`src/rtl/i2c_fifo_irq.sv`:
```
module i2c_fifo_irq #(
  parameter int DEPTH = 16,
  localparam int AW = $clog2(DEPTH),
  localparam int LW = AW + 1
) (
  input  logic            clk,
  input  logic            rst_n,
  input  logic            soft_rst,
  input  logic [16+LW-1:0] fifo_ctl,
  input  logic [3:0]      trail_thr,
  input  logic [11:0]     int_mask,
  input  logic            clr_we,
  input  logic [11:0]     clr_bits,
  input  logic            host_wr,
  input  logic [7:0]      host_wdata,
  input  logic            host_rd,
  output logic [7:0]      host_rdata,
  input  logic            eng_tx_pop,
  output logic [7:0]      eng_tx_data,
  input  logic            eng_rx_push,
  input  logic [7:0]      eng_rx_data,
  input  logic            ev_done,
  input  logic            ev_abort,
  input  logic            ev_nack,
  input  logic            ev_nodev,
  input  logic            ev_tmo,
  output logic [24:0]     fifo_stat,
  output logic [11:0]     int_stat,
  output logic            irq
);

  logic [7:0]    txm [DEPTH];
  logic [7:0]    rxm [DEPTH];
  logic [AW-1:0] tx_wp, tx_rp, rx_wp, rx_rp;
  logic [LW-1:0] tx_cnt, rx_cnt;
  logic [11:2]   sticky;
  logic [3:0]    idle;

  wire rx_on = fifo_ctl[0];
  wire tx_on = fifo_ctl[1];
  wire [LW-1:0] rx_trig = fifo_ctl[4 +: LW];
  wire [LW-1:0] tx_trig = fifo_ctl[16 +: LW];

  logic unused_ctl;
  assign unused_ctl = ^{fifo_ctl[3:2], fifo_ctl[15:4+LW], clr_bits[1:0]};

  wire tx_empty = (tx_cnt == '0);
  wire tx_full  = (tx_cnt == LW'(DEPTH));
  wire rx_empty = (rx_cnt == '0);
  wire rx_full  = (rx_cnt == LW'(DEPTH));

  wire tx_pop_ok  = tx_on && eng_tx_pop && !tx_empty;
  wire tx_push_ok = tx_on && host_wr && (!tx_full || eng_tx_pop);
  wire tx_ovr     = tx_on && host_wr && tx_full && !eng_tx_pop;
  wire tx_udr     = tx_on && eng_tx_pop && tx_empty;

  wire rx_pop_ok  = rx_on && host_rd && !rx_empty;
  wire rx_push_ok = rx_on && eng_rx_push && (!rx_full || host_rd);
  wire rx_ovr     = rx_on && eng_rx_push && rx_full && !host_rd;
  wire rx_udr     = rx_on && host_rd && rx_empty;

  wire trail_hit = rx_on && !rx_empty && !rx_push_ok && (idle == trail_thr);

  assign eng_tx_data = tx_empty ? 8'h00 : txm[tx_rp];
  assign host_rdata  = rx_empty ? 8'h00 : rxm[rx_rp];

  always_ff @(posedge clk) begin
    if (tx_push_ok) txm[tx_wp] <= host_wdata;
    if (rx_push_ok) rxm[rx_wp] <= eng_rx_data;
  end

  always_ff @(posedge clk or negedge rst_n) begin
    if (!rst_n) begin
      tx_wp <= '0; tx_rp <= '0; tx_cnt <= '0;
    end else if (soft_rst || !tx_on) begin
      tx_wp <= '0; tx_rp <= '0; tx_cnt <= '0;
    end else begin
      if (tx_push_ok) tx_wp <= tx_wp + 1'b1;
      if (tx_pop_ok)  tx_rp <= tx_rp + 1'b1;
      tx_cnt <= tx_cnt + LW'(tx_push_ok) - LW'(tx_pop_ok);
    end
  end

  always_ff @(posedge clk or negedge rst_n) begin
    if (!rst_n) begin
      rx_wp <= '0; rx_rp <= '0; rx_cnt <= '0;
    end else if (soft_rst || !rx_on) begin
      rx_wp <= '0; rx_rp <= '0; rx_cnt <= '0;
    end else begin
      if (rx_push_ok) rx_wp <= rx_wp + 1'b1;
      if (rx_pop_ok)  rx_rp <= rx_rp + 1'b1;
      rx_cnt <= rx_cnt + LW'(rx_push_ok) - LW'(rx_pop_ok);
    end
  end

  always_ff @(posedge clk or negedge rst_n) begin
    if (!rst_n)
      idle <= '0;
    else if (soft_rst || !rx_on || rx_push_ok || rx_empty)
      idle <= '0;
    else if (idle != 4'hF)
      idle <= idle + 4'd1;
  end

  always_ff @(posedge clk or negedge rst_n) begin
    if (!rst_n)
      sticky <= '0;
    else if (soft_rst)
      sticky <= '0;
    else
      sticky <= (sticky & ~(clr_we ? clr_bits[11:2] : 10'd0))
              | {ev_tmo, ev_nodev, ev_nack, ev_abort, ev_done,
                 trail_hit, rx_ovr, rx_udr, tx_ovr, tx_udr};
  end

  assign int_stat  = {sticky, rx_on && (rx_cnt >= rx_trig), tx_on && (tx_cnt <= tx_trig)};
  assign irq       = |(int_stat & int_mask);
  assign fifo_stat = {rx_empty, rx_full, 7'(rx_cnt), 7'd0, tx_empty, tx_full, 7'(tx_cnt)};

  AST_LEVEL_CAP: assert property (@(posedge clk) disable iff (!rst_n)
    (tx_cnt <= LW'(DEPTH)) && (rx_cnt <= LW'(DEPTH)));
  AST_TX_OVR_DROP: assert property (@(posedge clk) disable iff (!rst_n)
    (tx_ovr && !soft_rst) |=> (int_stat[3] && $stable(tx_cnt)));
  AST_RX_OVR_DROP: assert property (@(posedge clk) disable iff (!rst_n)
    (rx_ovr && !soft_rst) |=> (int_stat[5] && $stable(rx_cnt)));
  AST_UDR_ZERO: assert property (@(posedge clk) disable iff (!rst_n)
    (rx_on && host_rd && fifo_stat[24]) |-> (host_rdata == 8'h00));
  AST_TRAIL_DATA: assert property (@(posedge clk) disable iff (!rst_n)
    $rose(int_stat[6]) |-> ($past(rx_cnt) != '0));
  AST_W1C_DONE: assert property (@(posedge clk) disable iff (!rst_n)
    (clr_we && clr_bits[7] && !ev_done) |=> !int_stat[7]);
  AST_SOFT_FLUSH: assert property (@(posedge clk) disable iff (!rst_n)
    soft_rst |=> (fifo_stat[8] && fifo_stat[24] && (int_stat[11:2] == '0)));

endmodule

```
`config.mk`:
```
export PLATFORM = sky130hd
export DESIGN_NAME = i2c_fifo_irq
export DESIGN_NICKNAME = d
export VERILOG_FILES = /design/src/rtl/i2c_fifo_irq.sv
export SDC_FILE = /design/constraint.sdc
export NUM_CORES = 1
export LEC_CHECK = 0
export BUFFER_PORTS_ARGS = -buffer_cell sky130_fd_sc_hd__buf_2
export CELL_PAD_IN_SITES_DETAIL_PLACEMENT = 2
export CELL_PAD_IN_SITES_GLOBAL_PLACEMENT = 2
export CORE_MARGIN = 8
export CORE_UTILIZATION = 44
export DETAILED_ROUTE_END_ITERATION = 8
export GPL_TIMING_DRIVEN = 0
export PLACE_DENSITY_LB_ADDON = 0.12
export SLEW_MARGIN = 20
export SYNTH_ARGS = -nofsm -noshare
export SYNTH_HDL_FRONTEND = slang
export SYNTH_SLANG_ARGS = --single-unit
```
`constraint.sdc`:
```
create_clock -name clk -period 4 [get_ports clk]
set_input_delay 0.4 -clock clk [delete_from_list [all_inputs] [get_ports clk]]
set_output_delay 0.4 -clock clk [all_outputs]
set_load 0.01 [all_outputs]
```
==> results of run 1 <==
## cells by family after synthesis
logic type	Yosys count	synth area share, %
flops	296	67.3
fa+ha+maj	35	3.51
other cells	1	0.0290
xor+xnor	21	1.42
compound gates	81	4.13
simple gates	149	6.31
mux	89	13.7
buf+inv	85	3.66
## what timing repair did
item / in CTS / in global routing
endpoints found under the hold margin: 0 / 40
hold buffers: 0 / 1
setup endpoints to repair: 0 / 1
gates resized for setup: 0 / 1
## power groups by stage
stage          clock (mW)  combinational (mW)  sequential, mW
4_1_cts              3.03               0.573            3.42
2_1_floorplan           0               0.304            3.48
3_3_place_gp            0               0.521            3.48
6_report             2.96               0.566            3.42
3_5_place_dp            0               0.568            3.48
5_1_grt              3.12               0.619            3.42
## critical path: stages (launching register included)
cell and delay [ns]:
dfrtp_1 0.45, inv_1 0.11, ha_1 0.23, nand4bb_1 0.24, o211ai_1 0.55, buf_2 0.35
ha_1 0.27, inv_1 0.06, ha_1 0.16, inv_1 0.06, fa_1 0.39, nand2b_1 0.20
a21oi_1 0.23, o21ai_0 0.10, nor3b_1 0.14
## cells in the mapped netlist, drive strengths merged (4+ instances only)
library cell | count | share of area (%)
nor3 | 12 | 0.46
ha | 33 | 3.2
inv | 34 | 0.99
o211ai | 5 | 0.29
nand3 | 11 | 0.43
dfrtp | 40 | 7.7
edfxtp | 256 | 60
mux4 | 64 | 12
mux2 | 8 | 0.70
a21oi | 23 | 0.89
nand2b | 6 | 0.29
xor2 | 5 | 0.34
o21ai | 10 | 0.39
nor3b | 8 | 0.46
nand2 | 23 | 0.67
a22oi | 4 | 0.23
and4 | 5 | 0.34
o21bai | 8 | 0.46
nor2 | 39 | 1.1
nor2b | 11 | 0.53
buf | 38 | 2.3
clkbuf | 13 | 0.39
and2 | 23 | 1.1
mux2i | 17 | 1.3
a211oi | 18 | 1.0
xnor2 | 16 | 1.1
## final timing paths
| check | cells after the start | end | startpoint |
|---|---|---|---|
| min in group asynchronous | 2 | sticky[6] | rst_n |
| min reg2reg | 2 | sticky[8] | sticky[8] |
| max reg2reg | 14 | tx_cnt[4] | tx_cnt[3] |
| max in group asynchronous | 2 | tx_cnt[0] | rst_n |
| min | 3 | sticky[8] | ev_abort |
| max | 14 | tx_cnt[4] | tx_cnt[3] |
## registers in the layout, summed over array words and instances, names as in the netlist
| signal | count |
|---|---|
| rx_cnt | 5 |
| tx_wp | 4 |
| tx_rp | 4 |
| tx_cnt | 5 |
| sticky | 10 |
| rxm | 128 |
| rx_wp | 4 |
| txm | 128 |
| idle | 4 |
| rx_rp | 4 |
## cell type report
cell class / instances / area [sq um] / share of cell area [%]
clock buffers: 46 / 927 / 6.16
inverters: 34 / 128 / 0.848
repair buffers: 108 / 548 / 3.64
flip-flops and latches: 296 / 8690 / 57.7
well taps: 384 / 480 / 3.19
plain buffers: 51 / 345 / 2.29
clock inverters: 14 / 120 / 0.798
multi-input cells: 386 / 3820 / 25.4
## metal layers
layer | up-vias | GRT usage [%] | part of all wire, % | routed length [microns]
li1 | 3231 | - | - | -
met2 | 226 | 35.6 | 51 | 18400
met5 | - | 0 | 0 | 0
met3 | 56 | 4.16 | 4.9 | 1760
met1 | 3930 | 26.0 | 42 | 15100
met4 | 0 | 4.89 | 2.1 | 763
## through the flow
step	cells	hold slack [ns]	setup slack, ns	util (%)	cell area [sq um]
2_1_floorplan	767	0.104	1.10	-	13000
3_3_place_gp	1258	0.524	0.688	48.5	14000
3_5_place_dp	1258	0.546	0.411	48.6	14000
4_1_cts	1318	0.101	0.329	52.3	15000
5_1_grt	1319	0.110	0.0299	52.3	15100
6_report	1319	0.116	0.297	52.3	15100
==> results.sh, run 1 <==
export IMPL_status="finished clean"
export IMPL_start_util_pct=44.9
export IMPL_cts_sinks=296
export IMPL_synthToLayoutAreaGrowth_pct=16.6
export IMPL_powerDensity_nw_per_um2=461
export IMPL_period_share_pct=92.6
export IMPL_row_count=62
export IMPL_finalSetupViolCount=0
export IMPL_finalSetupTns_ns=0
export IMPL_n_antenna_cell=0
export IMPL_drc=0
export IMPL_cp_data_required_time_ns=4.35
export IMPL_cts_path_max_buffers=3
export IMPL_drv_slew=0
export IMPL_cts_tree="built"
export IMPL_synthFlopType="edfxtp_1"
export IMPL_h_tree_depth=2
export IMPL_power_switching_mw=1.57
export IMPL_path_clk_slew_ns=0.06
export IMPL_synth_area_sq_um=12900
export IMPL_post_cts_setup_buffers=0
export IMPL_synth_edf_count=256
export IMPL_clock_power_share_pct=42.6
export IMPL_cp_arrival_ns=4.05
export IMPL_cts_root_buf="clkbuf_16"
export IMPL_drive_above_1_share_pct=27.1
export IMPL_vias=7443
export IMPL_maxCapViolCount=0
export IMPL_track_usage_pct=20.5
export IMPL_fill_cells=2613
export IMPL_mostFrequentLayoutCells="edfxtp_1, buf_2, mux4_2"
export IMPL_worst_slew_pin_slew_ns=0.962
export IMPL_first_pass_iters=4
export IMPL_hold_path_class="in -> reg"
export IMPL_wl_per_cell_microns=27.3
export IMPL_postSynth_asyncResetShare_pct=13.5
export IMPL_swShare_pct=22.7
export IMPL_die_area_sq_um=35100
export IMPL_finalHoldViolations=0
export IMPL_clk_latency_ns=0.51
export IMPL_avgSynthCellArea_sq_um=17.1
export IMPL_final_common_cell="edfxtp_1"
export IMPL_grt_ovfl_total=0
export IMPL_clock_skew_final_ns=0.0230
export IMPL_yosysSeqAreaShare_pct=67.3
export IMPL_nNetsFinal=1024
export IMPL_synth_warning_count=0
export IMPL_ios=132
export IMPL_r2r_slack_ns=0.30
export IMPL_clock_fmax_mhz=270
export IMPL_pwr_share_comb_pct=8.2
export IMPL_detail_route_vias_per_cell=5.64
export IMPL_fp_dieH_microns=187
export IMPL_p_seq_share_pct=49.3
export IMPL_critical_path_startpoint_type="flip-flop"
export IMPL_antenna_found_initial=0
export IMPL_intPower_mw=5.37
export IMPL_power_mw=6.94
export IMPL_globalplace_congestion=0.786
export IMPL_numCtsBuffers=34
export IMPL_grt_max_degree=41
export IMPL_rsz0062_at_grt="false"
export IMPL_syn_inst=757
export IMPL_core_sq_um=28800
export IMPL_end_kind="flip-flop"
export IMPL_die_x_microns=187
export IMPL_wl_mm=36.0
export IMPL_crit_fanout=10
export IMPL_period_minus_slack_ns=3.70
export IMPL_grt_pass1_vias=8638
export IMPL_worstSetupPathType="reg -> reg"
export IMPL_dp_hpwl_mm=25.5
export IMPL_drt_initial_drc_count=481
export IMPL_yosysUniqueCellTypes=53
export IMPL_ant_nets=0
export IMPL_p_leak_nw=5.39
export IMPL_io_buffers=107
export IMPL_slew_headroom_pct=35.6
export IMPL_peakVddDrop_uv=268
export IMPL_grt_first_pass_wirelength_mm=54.6
export IMPL_synth_seq_cells=296
No activity file was read; power rests on OpenSTA's default activity.
==> run 2: changes to the inputs <==
--- a/config.mk
+++ b/config.mk
@@ -9,7 +9,8 @@
 export CELL_PAD_IN_SITES_DETAIL_PLACEMENT = 2
 export CELL_PAD_IN_SITES_GLOBAL_PLACEMENT = 2
 export CORE_MARGIN = 8
-export CORE_UTILIZATION = 44
+export CORE_UTILIZATION = 47
+export CTS_CLUSTER_SIZE = 10
 export DETAILED_ROUTE_END_ITERATION = 8
 export GPL_TIMING_DRIVEN = 0
 export PLACE_DENSITY_LB_ADDON = 0.12
==> constraint.sdc (replaced) <==
create_clock -name clk -period 4.63 [get_ports clk]
set_input_delay 0.463 -clock clk [delete_from_list [all_inputs] [get_ports clk]]
set_output_delay 0.463 -clock clk [all_outputs]
set_load 0.01 [all_outputs]
==> run 2 against run 1 <==
Compared with the run above:
- die area decreased by 5.8%
- first-iteration DRC count shrank 23%
- design area shrank 0.24%
- final cell count fell by 3.1%
- clock skew down 0.0095 ns
- critical path type unchanged
- highest routed layer unchanged
- routed wire length fell by 0.66%
- critical path depth is the same
- utilization increased by 3.4 points
- worst setup slack better by 0.67 ns
- non-clock buffer count is the same
==> results.sh, run 2 (synthesis results as in run 1) <==
export IMPL_end_kind="flip-flop"
export IMPL_dp_hpwl_mm=24.5
export IMPL_placed_cells=1215
export IMPL_core_sq_um=27000
export IMPL_cp_data_required_time_ns=5.04
export IMPL_cts_root_buf="clkbuf_16"
export IMPL_cts_path_max_buffers=3
export IMPL_row_count=60
export IMPL_powerDensity_nw_per_um2=402
export IMPL_drv_slew=0
export IMPL_critical_path_startpoint_type="flip-flop"
export IMPL_mostFrequentLayoutCells="edfxtp_1, buf_2, mux4_2"
export IMPL_finalHoldViolations=0
export IMPL_power_switching_mw=1.39
export IMPL_r2r_slack_ns=0.97
export IMPL_slew_headroom_pct=38.0
export IMPL_peakVddDrop_uv=250
export IMPL_finalSetupTns_ns=0
export IMPL_fin_cells=1278
export IMPL_drt_initial_drc_count=369
export IMPL_grt_max_degree=41
export IMPL_maxCapViolCount=0
export IMPL_drive_above_1_share_pct=26.6
export IMPL_ios=132
export IMPL_first_pass_iters=4
export IMPL_antenna_found_initial=0
export IMPL_detail_route_vias_per_cell=5.83
export IMPL_ant_nets=0
export IMPL_min_path_cells=3
export IMPL_track_usage_pct=21.9
export IMPL_cts_sinks=296
export IMPL_p_leak_nw=5.39
export IMPL_rsz0062_at_grt="false"
export IMPL_clock_skew_final_ns=0.0135
export IMPL_reg2reg_from="tx_cnt[2]"
export IMPL_grt_ovfl_total=0
export IMPL_clock_fmax_mhz=273
export IMPL_cts_tree="built"
export IMPL_fp_dieH_microns=182
export IMPL_top_regs="rxm (128), txm (128), sticky (10)"
export IMPL_grt_pass1_vias=8632
export IMPL_synthToLayoutAreaGrowth_pct=16.3
export IMPL_clock_power_share_pct=42.9
export IMPL_setup_ws_ns=0.969
export IMPL_worstSetupPathType="reg -> reg"
export IMPL_nNetsFinal=1026
export IMPL_period_minus_slack_ns=3.66
export IMPL_period_share_pct=79.1
export IMPL_hold_path_class="in -> reg"
export IMPL_vias=7445
export IMPL_path_clk_slew_ns=0.06
export IMPL_swShare_pct=23.0
export IMPL_grt_first_pass_wirelength_mm=54.6
export IMPL_worst_slew_pin_slew_ns=0.926
export IMPL_cp_arrival_ns=4.07
export IMPL_pre_cts_slack_ns=0.917
export IMPL_clk_latency_ns=0.52
export IMPL_drc=0
export IMPL_h_tree_depth=2
export IMPL_globalplace_congestion=0.819
export IMPL_numCtsBuffers=36
export IMPL_wl_per_cell_microns=28.0
export IMPL_die_area_sq_um=33000
export IMPL_die_x_microns=182
export IMPL_rr_endpoint="tx_cnt[4]"
export IMPL_hold_end="sticky[10]"
export IMPL_n_antenna_cell=0
export IMPL_p_seq_share_pct=48.9
export IMPL_worst_hold_startpoint="ev_nodev"
export IMPL_start_util_pct=47.9
export IMPL_crit_fanout=10
export IMPL_final_common_cell="edfxtp_1"
export IMPL_finalSetupViolCount=0
export IMPL_pwr_share_comb_pct=8.1
export IMPL_intPower_mw=4.65
export IMPL_status="finished clean"
export IMPL_wl_mm=35.8
export IMPL_reg2regPathDepth=14
export IMPL_io_buffers=107
export IMPL_post_cts_setup_buffers=0
run 2: changes by cell type in the layout (fill, tap and decap cells not counted), moves of 2 or more:
cell,change
clkbuf_16,+3
clkinv_1,-3
clkbuf_1,+9
clkinv_2,-4
bufinv_16,-2
run 2: layout make-up:
cell class	count	area, sq um
Clock inverter	4	28.8
Clock buffer	58	1040
Tap cell	341	427
Inverter	34	128
Sequential cell	296	8690
Timing Repair Buffer	108	548
Multi-Input combinational cell	386	3820
Buffer	51	345
Fill cell	2358	11900
run 2: repair_timing:
action / CTS / global route
hold endpoints to repair: 0 / 1
hold buffers: 0 / 1
gates resized for setup: 0 / 0
run 2: worst max path at each step:
stage	from	end	slack [ns]
6_report	tx_cnt[2]	tx_cnt[4]	0.97
5_1_grt	tx_cnt[2]	tx_cnt[4]	0.64
4_1_cts	tx_cnt[2]	tx_cnt[4]	0.78
3_5_place_dp	tx_cnt[2]	tx_cnt[4]	0.92
3_3_place_gp	tx_cnt[2]	tx_cnt[4]	1.30
2_1_floorplan	tx_cnt[3]	tx_cnt[4]	1.73
run 2: power by group through the flow:
stage / registers (mW) / logic, mW / clock network [mW]
2_1_floorplan: 3.00 / 0.262 / 0
3_3_place_gp: 3.00 / 0.451 / 0
3_5_place_dp: 3.01 / 0.488 / 0
4_1_cts: 2.95 / 0.496 / 2.64
5_1_grt: 2.96 / 0.534 / 2.72
6_report: 2.95 / 0.490 / 2.59
run 2: routing by layer:
metal | global-route usage, % | vias up | share of wire, %
met5 | 0 | - | 0
met4 | 4.95 | 0 | 1.6
met3 | 3.95 | 44 | 4.5
met2 | 37.4 | 227 | 50
met1 | 28.9 | 3933 | 43
li1 | - | 3241 | -
run 2: critical path, stage by stage, from the launching register on:
cell       delay, ns
dfrtp_1         0.44
inv_1           0.12
ha_1            0.19
nand4bb_1       0.20
o211ai_1        0.54
buf_2           0.38
ha_1            0.28
inv_1           0.07
ha_1            0.16
inv_1           0.06
fa_1            0.39
nand2b_1        0.20
a21oi_1         0.23
nor3_1          0.08
nor3b_1         0.22
run 2: stage by stage:
stage               total power [mW]  util, %  hold slack, ns  area [sq um]
floorplan                       3.27        -           0.167         13000
global placement                3.45     51.6           0.526         13900
detailed placement              3.49     51.7           0.557         13900
CTS                             6.09     55.7           0.159         15000
global route                    6.21     55.7           0.194         15000
finish                          6.04     55.7           0.180         15000
